`config.mk`:
```
export PLATFORM = sky130hd
export DESIGN_NAME = burst_addr_seq
export DESIGN_NICKNAME = d
export VERILOG_FILES = /design/src/rtl/bseq_pkg.sv /design/src/rtl/bseq_cfg_reg.sv /design/src/rtl/bseq_addr_step.sv /design/src/rtl/bseq_beat_ctrl.sv /design/src/rtl/burst_addr_seq.sv
export SDC_FILE = /design/constraint.sdc
export NUM_CORES = 1
export LEC_CHECK = 0
export ABC_AREA = 1
export BUFFER_PORTS_ARGS = -buffer_cell sky130_fd_sc_hd__buf_2
export CORE_ASPECT_RATIO = 0.7
export CORE_UTILIZATION = 60
export CTS_BUF_LIST = sky130_fd_sc_hd__clkbuf_8
export CTS_CLUSTER_DIAMETER = 50
export DETAILED_ROUTE_END_ITERATION = 10
export PLACE_DENSITY = 0.89
export SYNTH_ARGS = -nofsm -noshare
export SYNTH_HDL_FRONTEND = slang
export SYNTH_SLANG_ARGS = --single-unit
```
`constraint.sdc`:
```
create_clock -name clk -period 3.7 [get_ports clk]
set_input_delay 0.74 -clock clk [delete_from_list [all_inputs] [get_ports clk]]
set_output_delay 0.74 -clock clk [all_outputs]
set_load 0.02 [all_outputs]
```
`src/rtl/bseq_pkg.sv`:
```
package bseq_pkg;

  typedef enum logic [1:0] {
    BM_CONT = 2'b00,
    BM_W8   = 2'b01,
    BM_W16  = 2'b10,
    BM_W32  = 2'b11
  } bmode_e;

  localparam int unsigned LEN_W = 6;

  // number of beats in a wrap burst, 0 means unlimited
  function automatic logic [LEN_W-1:0] burst_len(input bmode_e m);
    case (m)
      BM_W8:   burst_len = 6'd8;
      BM_W16:  burst_len = 6'd16;
      BM_W32:  burst_len = 6'd32;
      default: burst_len = 6'd0;
    endcase
  endfunction

  // low-bit mask of the wrap window
  function automatic logic [4:0] window_mask(input bmode_e m);
    case (m)
      BM_W8:   window_mask = 5'h07;
      BM_W16:  window_mask = 5'h0F;
      BM_W32:  window_mask = 5'h1F;
      default: window_mask = 5'h00;
    endcase
  endfunction

endpackage

```
`src/rtl/bseq_cfg_reg.sv`:
```
module bseq_cfg_reg
  import bseq_pkg::*;
(
  input  logic       clk,
  input  logic       rst_n,
  input  logic       wr,
  input  logic [1:0] mode_in,
  output bmode_e     mode_q
);

  always_ff @(posedge clk or negedge rst_n) begin
    if (!rst_n)  mode_q <= BM_CONT;
    else if (wr) mode_q <= bmode_e'(mode_in);
  end

endmodule

```
`src/rtl/bseq_addr_step.sv`:
```
module bseq_addr_step
  import bseq_pkg::*;
#(
  parameter int unsigned ADDR_W = 20
) (
  input  logic [ADDR_W-1:0] cur,
  input  bmode_e            mode,
  output logic [ADDR_W-1:0] nxt
);

  localparam int unsigned HI_W = ADDR_W - 5;

  logic [ADDR_W-1:0] inc;
  logic [ADDR_W-1:0] mask_x;

  assign inc    = cur + {{(ADDR_W-1){1'b0}}, 1'b1};
  assign mask_x = {{HI_W{1'b0}}, window_mask(mode)};

  always_comb begin
    if (mode == BM_CONT) nxt = inc;
    else                 nxt = (cur & ~mask_x) | (inc & mask_x);
  end

endmodule

```
`src/rtl/bseq_beat_ctrl.sv`:
```
module bseq_beat_ctrl
  import bseq_pkg::*;
#(
  parameter int unsigned ADDR_W = 20
) (
  input  logic              clk,
  input  logic              rst_n,
  input  logic              ce,
  input  logic              start,
  input  logic [ADDR_W-1:0] start_addr,
  input  bmode_e            cfg_mode,
  input  logic              ready,
  input  logic [ADDR_W-1:0] nxt_addr,
  output logic              valid,
  output logic [ADDR_W-1:0] addr,
  output bmode_e            burst_mode
);

  logic [LEN_W-1:0] beat_cnt;
  logic [LEN_W-1:0] lim;
  logic             last_beat;

  assign lim       = burst_len(burst_mode);
  assign last_beat = (lim != '0) && (beat_cnt == lim - 6'd1);

  always_ff @(posedge clk or negedge rst_n) begin
    if (!rst_n) begin
      valid      <= 1'b0;
      addr       <= '0;
      beat_cnt   <= '0;
      burst_mode <= BM_CONT;
    end else if (!ce) begin
      valid <= 1'b0;
    end else if (start) begin
      valid      <= 1'b1;
      addr       <= start_addr;
      beat_cnt   <= '0;
      burst_mode <= cfg_mode;
    end else if (valid && ready) begin
      beat_cnt <= beat_cnt + 6'd1;
      if (last_beat) valid <= 1'b0;
      else           addr  <= nxt_addr;
    end
  end

endmodule

```
`src/rtl/burst_addr_seq.sv`:
```
module burst_addr_seq
  import bseq_pkg::*;
#(
  parameter int unsigned ADDR_W = 20
) (
  input  logic              clk,
  input  logic              rst_n,
  input  logic              cfg_wr,
  input  logic [1:0]        cfg_mode,
  input  logic              ce,
  input  logic              start,
  input  logic [ADDR_W-1:0] start_addr,
  input  logic              beat_ready,
  output logic              beat_valid,
  output logic [ADDR_W-1:0] beat_addr
);

  bmode_e            cfg_q;
  bmode_e            run_mode;
  logic [ADDR_W-1:0] nxt_addr;

  bseq_cfg_reg u_cfg (
    .clk     (clk),
    .rst_n   (rst_n),
    .wr      (cfg_wr),
    .mode_in (cfg_mode),
    .mode_q  (cfg_q)
  );

  bseq_addr_step #(.ADDR_W(ADDR_W)) u_step (
    .cur  (beat_addr),
    .mode (run_mode),
    .nxt  (nxt_addr)
  );

  bseq_beat_ctrl #(.ADDR_W(ADDR_W)) u_ctrl (
    .clk        (clk),
    .rst_n      (rst_n),
    .ce         (ce),
    .start      (start),
    .start_addr (start_addr),
    .cfg_mode   (cfg_q),
    .ready      (beat_ready),
    .nxt_addr   (nxt_addr),
    .valid      (beat_valid),
    .addr       (beat_addr),
    .burst_mode (run_mode)
  );

endmodule

```
==> metrics.cfg, run 1 <==
[logic_synthesis]
ys_ff_latch=31
ys_warn_count=0
syn_nets=337
netlist_area_sq_um=2086
yosysUniqueCellTypes=25
yosys.area.top_type=dfrtp_1
syn_inst=302
yosysSeqAreaShare_pct=37.19
synth_top_cell_area_share_pct=37.19
synth.area.top_cells=dfrtp_1 (37%), nand2_1 (14%), inv_1 (7.0%)
syn_avg_cell_area_sq_um=6.906

[global_routing]
track_usage_pct=30.50
antenna_found_initial=0
gr-total-overflow=0
first_global_vias=1903
grt_pass1_wl_microns=8480
grt_max_degree=32

[pwr]
ir_drop_mv=0.3433
leakagePower_nw=1.258
finalPower_mw=1.186
powerDensity_nw_per_um2=485.2

[critical_path]
crit_path_max_fanout=26
slowest_delay_ns=0.43
crit_type=in -> reg
worst_setup_path_start_kind=input port
crit_required_ns=3.84
crit_slowest_cell=buf_2
path_cells=buf_2, nand2_2, o21ai_2, o21ai_2, o21ai_0, o21ai_0
cp-end-kind=flip-flop
arrival_ns=2.49

[drt]
drt_iter0_drc=157
wl_per_cell_microns=12.80
vias=2190
final_antenna_net_count=0
viasPerCell=5.503
drt_pass1_iterations=6
drt-total-wl_microns=5093
drc=0

[sta]
finalHoldViolCount=0
rsz0062_at_grt=no
tightestPinTransition_ns=0.8182
fin_crit_sh_pct=63.61
finalSetupTns_ns=0
whs_ns=0.4948
skew_ns=0.004906
maxSlewViolCount=0
slew_headroom_pct=45.45
layout_setup_ws_ns=1.346
finalCriticalPeriod_ns=2.354
max_freq_ghz=0.4249
finalSetupViolCount=0

[clocking]
cts_tree=yes
clock_path_buffers=2
clock_latency_ns=0.29
clkSinkCount=31
hold_buffers=0
cts.clk_slew.worst_paths_ns=0.07
cts_setup_buffers=0
cts_resized=0
clock-root-buffer=clkbuf_8
cts_buffers=5
cts_htree_levels=2

[final_layout]
antennaDiodeCount=0
syn_to_final_growth_pct=17.16
nFillCells=254
layout-drive-gt1-share_pct=17.95
final_util_pct=75.58
final_nets=385

[floorplan]
num_rows=17
ios=49
coreArea_sq_um=3233
die_y_microns=51.33
dieArea_sq_um=3720
fp.dieW_microns=72.47
start_util_pct=64.51

[placement]
dpl.hpwl_microns=3670
place.gp.congestion=0.8951
place_ws_ns=1.115
io_buffers=48

[run]
maxCapViolCount=0

[run_status]
status=finished clean

[hold_path]
hold_class=in -> async

## layer usage
layer | global-route usage, % | share of wire (%) | routed length, microns
met1 | 42.88 | 47 | 2382
met2 | 45.95 | 42 | 2145
met3 | 7.495 | 9.5 | 482
met4 | 10.13 | 1.6 | 82
met5 | 0 | 0 | 0
## report_power, final
group	internal, mW	leakage [nW]	switching [mW]
logic	0.138	0.816	0.259
clock network	0.167	0.0557	0.130
registers	0.405	0.387	0.0883
total	0.709	1.26	0.476
## worst max-delay path: cells and delay by family
kind                   cells  cell delay, ns
AND/OR/NAND/NOR            1            0.24
AO/OA/AOI/OAI              4            1.07
buffers and inverters      1            0.43
## registers in the layout (all words and copies together), names as in the netlist, named ones only
register	count
u_ctrl.addr	18
u_ctrl.beat_cnt	6
u_cfg.mode_q	2
u_ctrl.burst_mode	2
u_ctrl.valid	1
## Yosys cell counts
master	number
buf_4	1
nor2_1	31
xor2_1	1
o21ai_2	2
ha_1	7
buf_2	3
nor3_1	6
a21boi_0	3
inv_1	39
o22ai_1	1
nand2_1	79
a21oi_1	19
nand2_2	3
mux2i_1	2
dfrtp_1	31
a22oi_1	4
buf_6	1
a2bb2oi_1	1
nor2_4	3
nand3_1	27
clkbuf_1	2
nand4_1	5
a32oi_1	1
o21bai_1	2
o21ai_0	28
## cell usage in the layout (no fill, tap or decap)
cell type	synthesis	routed
a21boi_0	3	3
a21oi_1	19	19
a22oi_1	4	4
a2bb2oi_1	1	1
a32oi_1	1	1
buf_2	3	48
clkbuf_8	0	7
dfrtp_1	31	31
ha_1	7	7
inv_1	39	40
mux2i_1	2	2
nand2_1	79	79
nand2_2	3	3
nand3_1	27	27
nand4_1	5	5
nor2_1	31	31
nor2_4	3	3
nor3_1	6	6
o21ai_0	28	28
o21ai_2	2	2
o21bai_1	2	2
o22ai_1	1	1
xor2_1	1	1
## final cells by class
| cell class | instances | area [sq um] | area share (%) |
|---|---|---|---|
| clock inverter | 1 | 3.754 | 0.1536 |
| tap | 47 | 58.81 | 2.407 |
| inverter | 39 | 146.4 | 5.991 |
| multi-input combinational | 225 | 1122 | 45.93 |
| clock buffer | 7 | 96.34 | 3.943 |
| sequential | 31 | 775.7 | 31.75 |
| timing repair buffer | 48 | 240.2 | 9.831 |
## stage by stage
stage | cell area, sq um | std cells
floorplan | 2086 | 302
global placement | 2344 | 390
detailed placement | 2344 | 390
CTS | 2444 | 398
global route | 2444 | 398
finish | 2444 | 398
## worst paths after layout
path / start / to / slack, ns / cells after the start
max: start / u_ctrl.addr[7] / 1.35 / 6
min: rst_n / u_ctrl.addr[12] / 0.49 / 1
max reg2reg: u_ctrl.burst_mode[1] / u_ctrl.addr[16] / 1.81 / 8
min reg2reg: u_cfg.mode_q[1] / u_cfg.mode_q[1] / 0.53 / 2
max in group asynchronous: rst_n / u_ctrl.beat_cnt[0] / 2.75 / 1
min in group clk: u_cfg.mode_q[1] / u_cfg.mode_q[1] / 0.53 / 2
## cells by family (layout without fill, tap and decap cells)
kind of cell / count (synthesis) / count (layout) / synth area share [%]
AOI/OAI and AO/OA: 61 / 61 / 16.50
xor gates and xnor gates: 1 / 1 / 0.4200
adders and majority gates: 7 / 7 / 4.199
buffers and inverters: 46 / 95 / 8.998
DFF: 31 / 31 / 37.19
muxes: 2 / 2 / 0.9598
and+or+nand+nor: 154 / 154 / 31.73
(Power assumes the default switching activity.)
==> run 2: changes to the inputs <==
Settings changed: CORE_UTILIZATION 60 to 50, PLACE_DENSITY 0.89 to 0.79.
Clock period 3.7 ns to 2.1 ns, I/O delays scaled along.
==> metrics.cfg, run 2 (synthesized netlist as in run 1, its figures left out) <==
[critical_path]
crit_family=simple AND/OR/NAND/NOR gates
worst_setup_path_start_kind=flip-flop
arrival_ns=1.98  ; -0.51 ns
path_cells=inv_1, ha_1, nand2_2, clkinvlp_4, nand2_1, nand3_1, nand2_1, a21boi_0
crit_path_max_fanout=12  ; -54%
slowest_delay_ns=0.39  ; -0.04 ns
crit_required_ns=2.28  ; -1.56 ns
crit_buf_inv=2  ; +1
cp-end-kind=flip-flop
crit_type=reg -> reg
crit_top_cell=nand2_1
crit_slowest_cell=dfrtp_1

[sta]
finalCriticalPeriod_ns=1.806
finalSetupViolCount=0  ; unchanged
finalHoldViolCount=0  ; unchanged
fin_crit_sh_pct=85.99
max_freq_ghz=0.5538
rsz0062_at_grt=no
skew_ns=0.009778  ; +0.004872 ns
finalSetupTns_ns=0  ; unchanged
maxSlewViolCount=0  ; unchanged
slew_headroom_pct=51.60  ; +6.2 points
tightestPinTransition_ns=0.7260  ; -0.09216 ns

[global_routing]
gr-total-overflow=0  ; unchanged
antenna_found_initial=0  ; unchanged
grt-busiest-layer=met1
use_met1_pct=40.04  ; -2.8 points
gr-usage-met2_pct=39.66  ; -6.3 points
grt_pass1_wl_microns=9356  ; +10%
use_met3_pct=6.557  ; -0.94 points
grt_max_degree=32  ; unchanged
track_usage_pct=27.16  ; -3.3 points
first_global_vias=2049  ; +7.7%

[final_layout]
nFillCells=388  ; +53%
largest_register_ffs=18  ; unchanged
antennaDiodeCount=0  ; unchanged
fin_cells=407  ; +2.3%
final_cell_mix=nand2_1 (79), buf_2 (48), inv_1 (38), nor2_1 (31), dfrtp_1 (31)
regMostFlops=u_ctrl.addr
reg_top3=u_ctrl.addr x18, u_ctrl.beat_cnt x6
final_common_cell=nand2_1
layout-drive-gt1-share_pct=19.44  ; +1.5 points
final_nets=389  ; +1.0%
syn_to_final_growth_pct=19.92

[pwr]
clkPwrFrac_pct=28.2  ; +3.2 points
leakagePower_nw=1.275  ; +1.3%
power.switching_uw=856.5  ; +80%
p_int_mw=1.346  ; +90%
switching_share_pct=38.89  ; -1.3 points
finalPower_mw=2.202  ; +86%
ir_drop_mv=0.4917  ; +43%
seq_power_share_pct=39.6  ; -2.0 points
powerDensity_nw_per_um2=880.4  ; +81%
power.share.combinational_pct=32.2  ; -1.2 points

[floorplan]
num_rows=19  ; +2
dieArea_sq_um=4438  ; +19%
fp.dieW_microns=79.20  ; +9.3%
coreArea_sq_um=3946  ; +22%
start_util_pct=52.85  ; -12 points
die_y_microns=56.04  ; +9.2%
ios=49  ; unchanged

[run]
maxCapViolCount=0  ; unchanged

[drt]
wl_per_cell_microns=13.12  ; +2.5%
drt_iter0_drc=230  ; +46%
final_antenna_net_count=0  ; unchanged
drt_pass1_iterations=4  ; -2
drc=0  ; unchanged
vias=2213  ; +1.1%
viasPerCell=5.437  ; -1.2%
drt-total-wl_microns=5340  ; +4.8%

[placement]
place.gp.congestion=0.8715  ; -2.6%
io_buffers=48  ; unchanged
dp.cells=399  ; +2.3%
dpl.hpwl_microns=3961  ; +7.9%

[hold_path]
hold_class=in -> async

[run_status]
status=finished clean

[clocking]
clock_path_buffers=2  ; unchanged
cts.clk_slew.worst_paths_ns=0.07  ; about the same
clkSinkCount=31  ; unchanged
clock-root-buffer=clkbuf_8
cts_tree=yes
cts_buffers=5  ; unchanged
cts_htree_levels=2  ; unchanged
clock_latency_ns=0.29  ; about the same

-- run 2: cell types whose count changed in the layout (fill, tap and decap cells not counted), sizes merged --
cell | before | now
bufinv | 0 | 1
inv | 40 | 38
clkinv | 0 | 1
buf | 48 | 52
clkbuf | 7 | 6
clkinvlp | 0 | 1
-- run 2: repair_timing --
| item | CTS | global route |
|---|---|---|
| gates resized for setup | 0 | 1 |
| hold buffers | 0 | 0 |
| buffers inserted | 0 | 0 |
| setup endpoints to repair | 0 | 1 |
-- run 2: worst paths after layout --
kind | start | to | slack, ns | cells after the start
max in group asynchronous | rst_n | u_ctrl.beat_cnt[0] | 1.45 | 1
min in group clk | cfg_mode[1] | u_cfg.mode_q[1] | 0.34 | 3
worst min register to register | u_cfg.mode_q[1] | u_cfg.mode_q[1] | 0.54 | 2
worst max-delay path | u_ctrl.burst_mode[0] | u_ctrl.addr[16] | 0.29 | 8
worst max register to register | u_ctrl.burst_mode[0] | u_ctrl.addr[16] | 0.29 | 8
worst min-delay path | rst_n | u_ctrl.addr[15] | 0.18 | 1
-- run 2: cell type report --
cell class                      count  area, sq um  share of cell area [%]
Inverter                           39        150.1                   6.003
Clock buffer                        6        82.58                   3.302
Clock inverter                      2        35.03                   1.401
Tap cell                           52        65.06                   2.601
Timing Repair Buffer               52        270.3                   10.81
Sequential cell                    31        775.7                   31.02
Multi-Input combinational cell    225         1122                   44.87
-- run 2: power groups by stage --
| stage | Combinational, mW | Clock [mW] | Sequential [mW] |
|---|---|---|---|
| finish | 0.708 | 0.622 | 0.872 |
| global route | 0.806 | 0.655 | 0.888 |
| CTS | 0.707 | 0.629 | 0.867 |
| detailed placement | 0.702 | 0 | 0.876 |
| global placement | 0.683 | 0 | 0.872 |
| floorplan | 0.366 | 0 | 0.960 |
-- run 2: layer usage --
| metal | wire [microns] | share of wire, % |
|---|---|---|
| met5 | 0 | 0 |
| met4 | 43 | 0.81 |
| met3 | 393 | 7.4 |
| met2 | 2255 | 42 |
| met1 | 2647 | 50 |
-- run 2: metrics by stage --
| step | hold WS, ns | util (%) | cell area (sq um) | setup WS [ns] |
|---|---|---|---|---|
| 2_1_floorplan | 0.1244 | - | 2086 | 0.5986 |
| 3_3_place_gp | 0.5065 | 60.30 | 2380 | 0.3493 |
| 3_5_place_dp | 0.5102 | 60.30 | 2380 | 0.2059 |
| 4_1_cts | 0.1969 | 63.28 | 2497 | 0.1800 |
| 5_1_grt | 0.2239 | 63.38 | 2501 | 0.1188 |
| 6_report | 0.1783 | 63.38 | 2501 | 0.2942 |
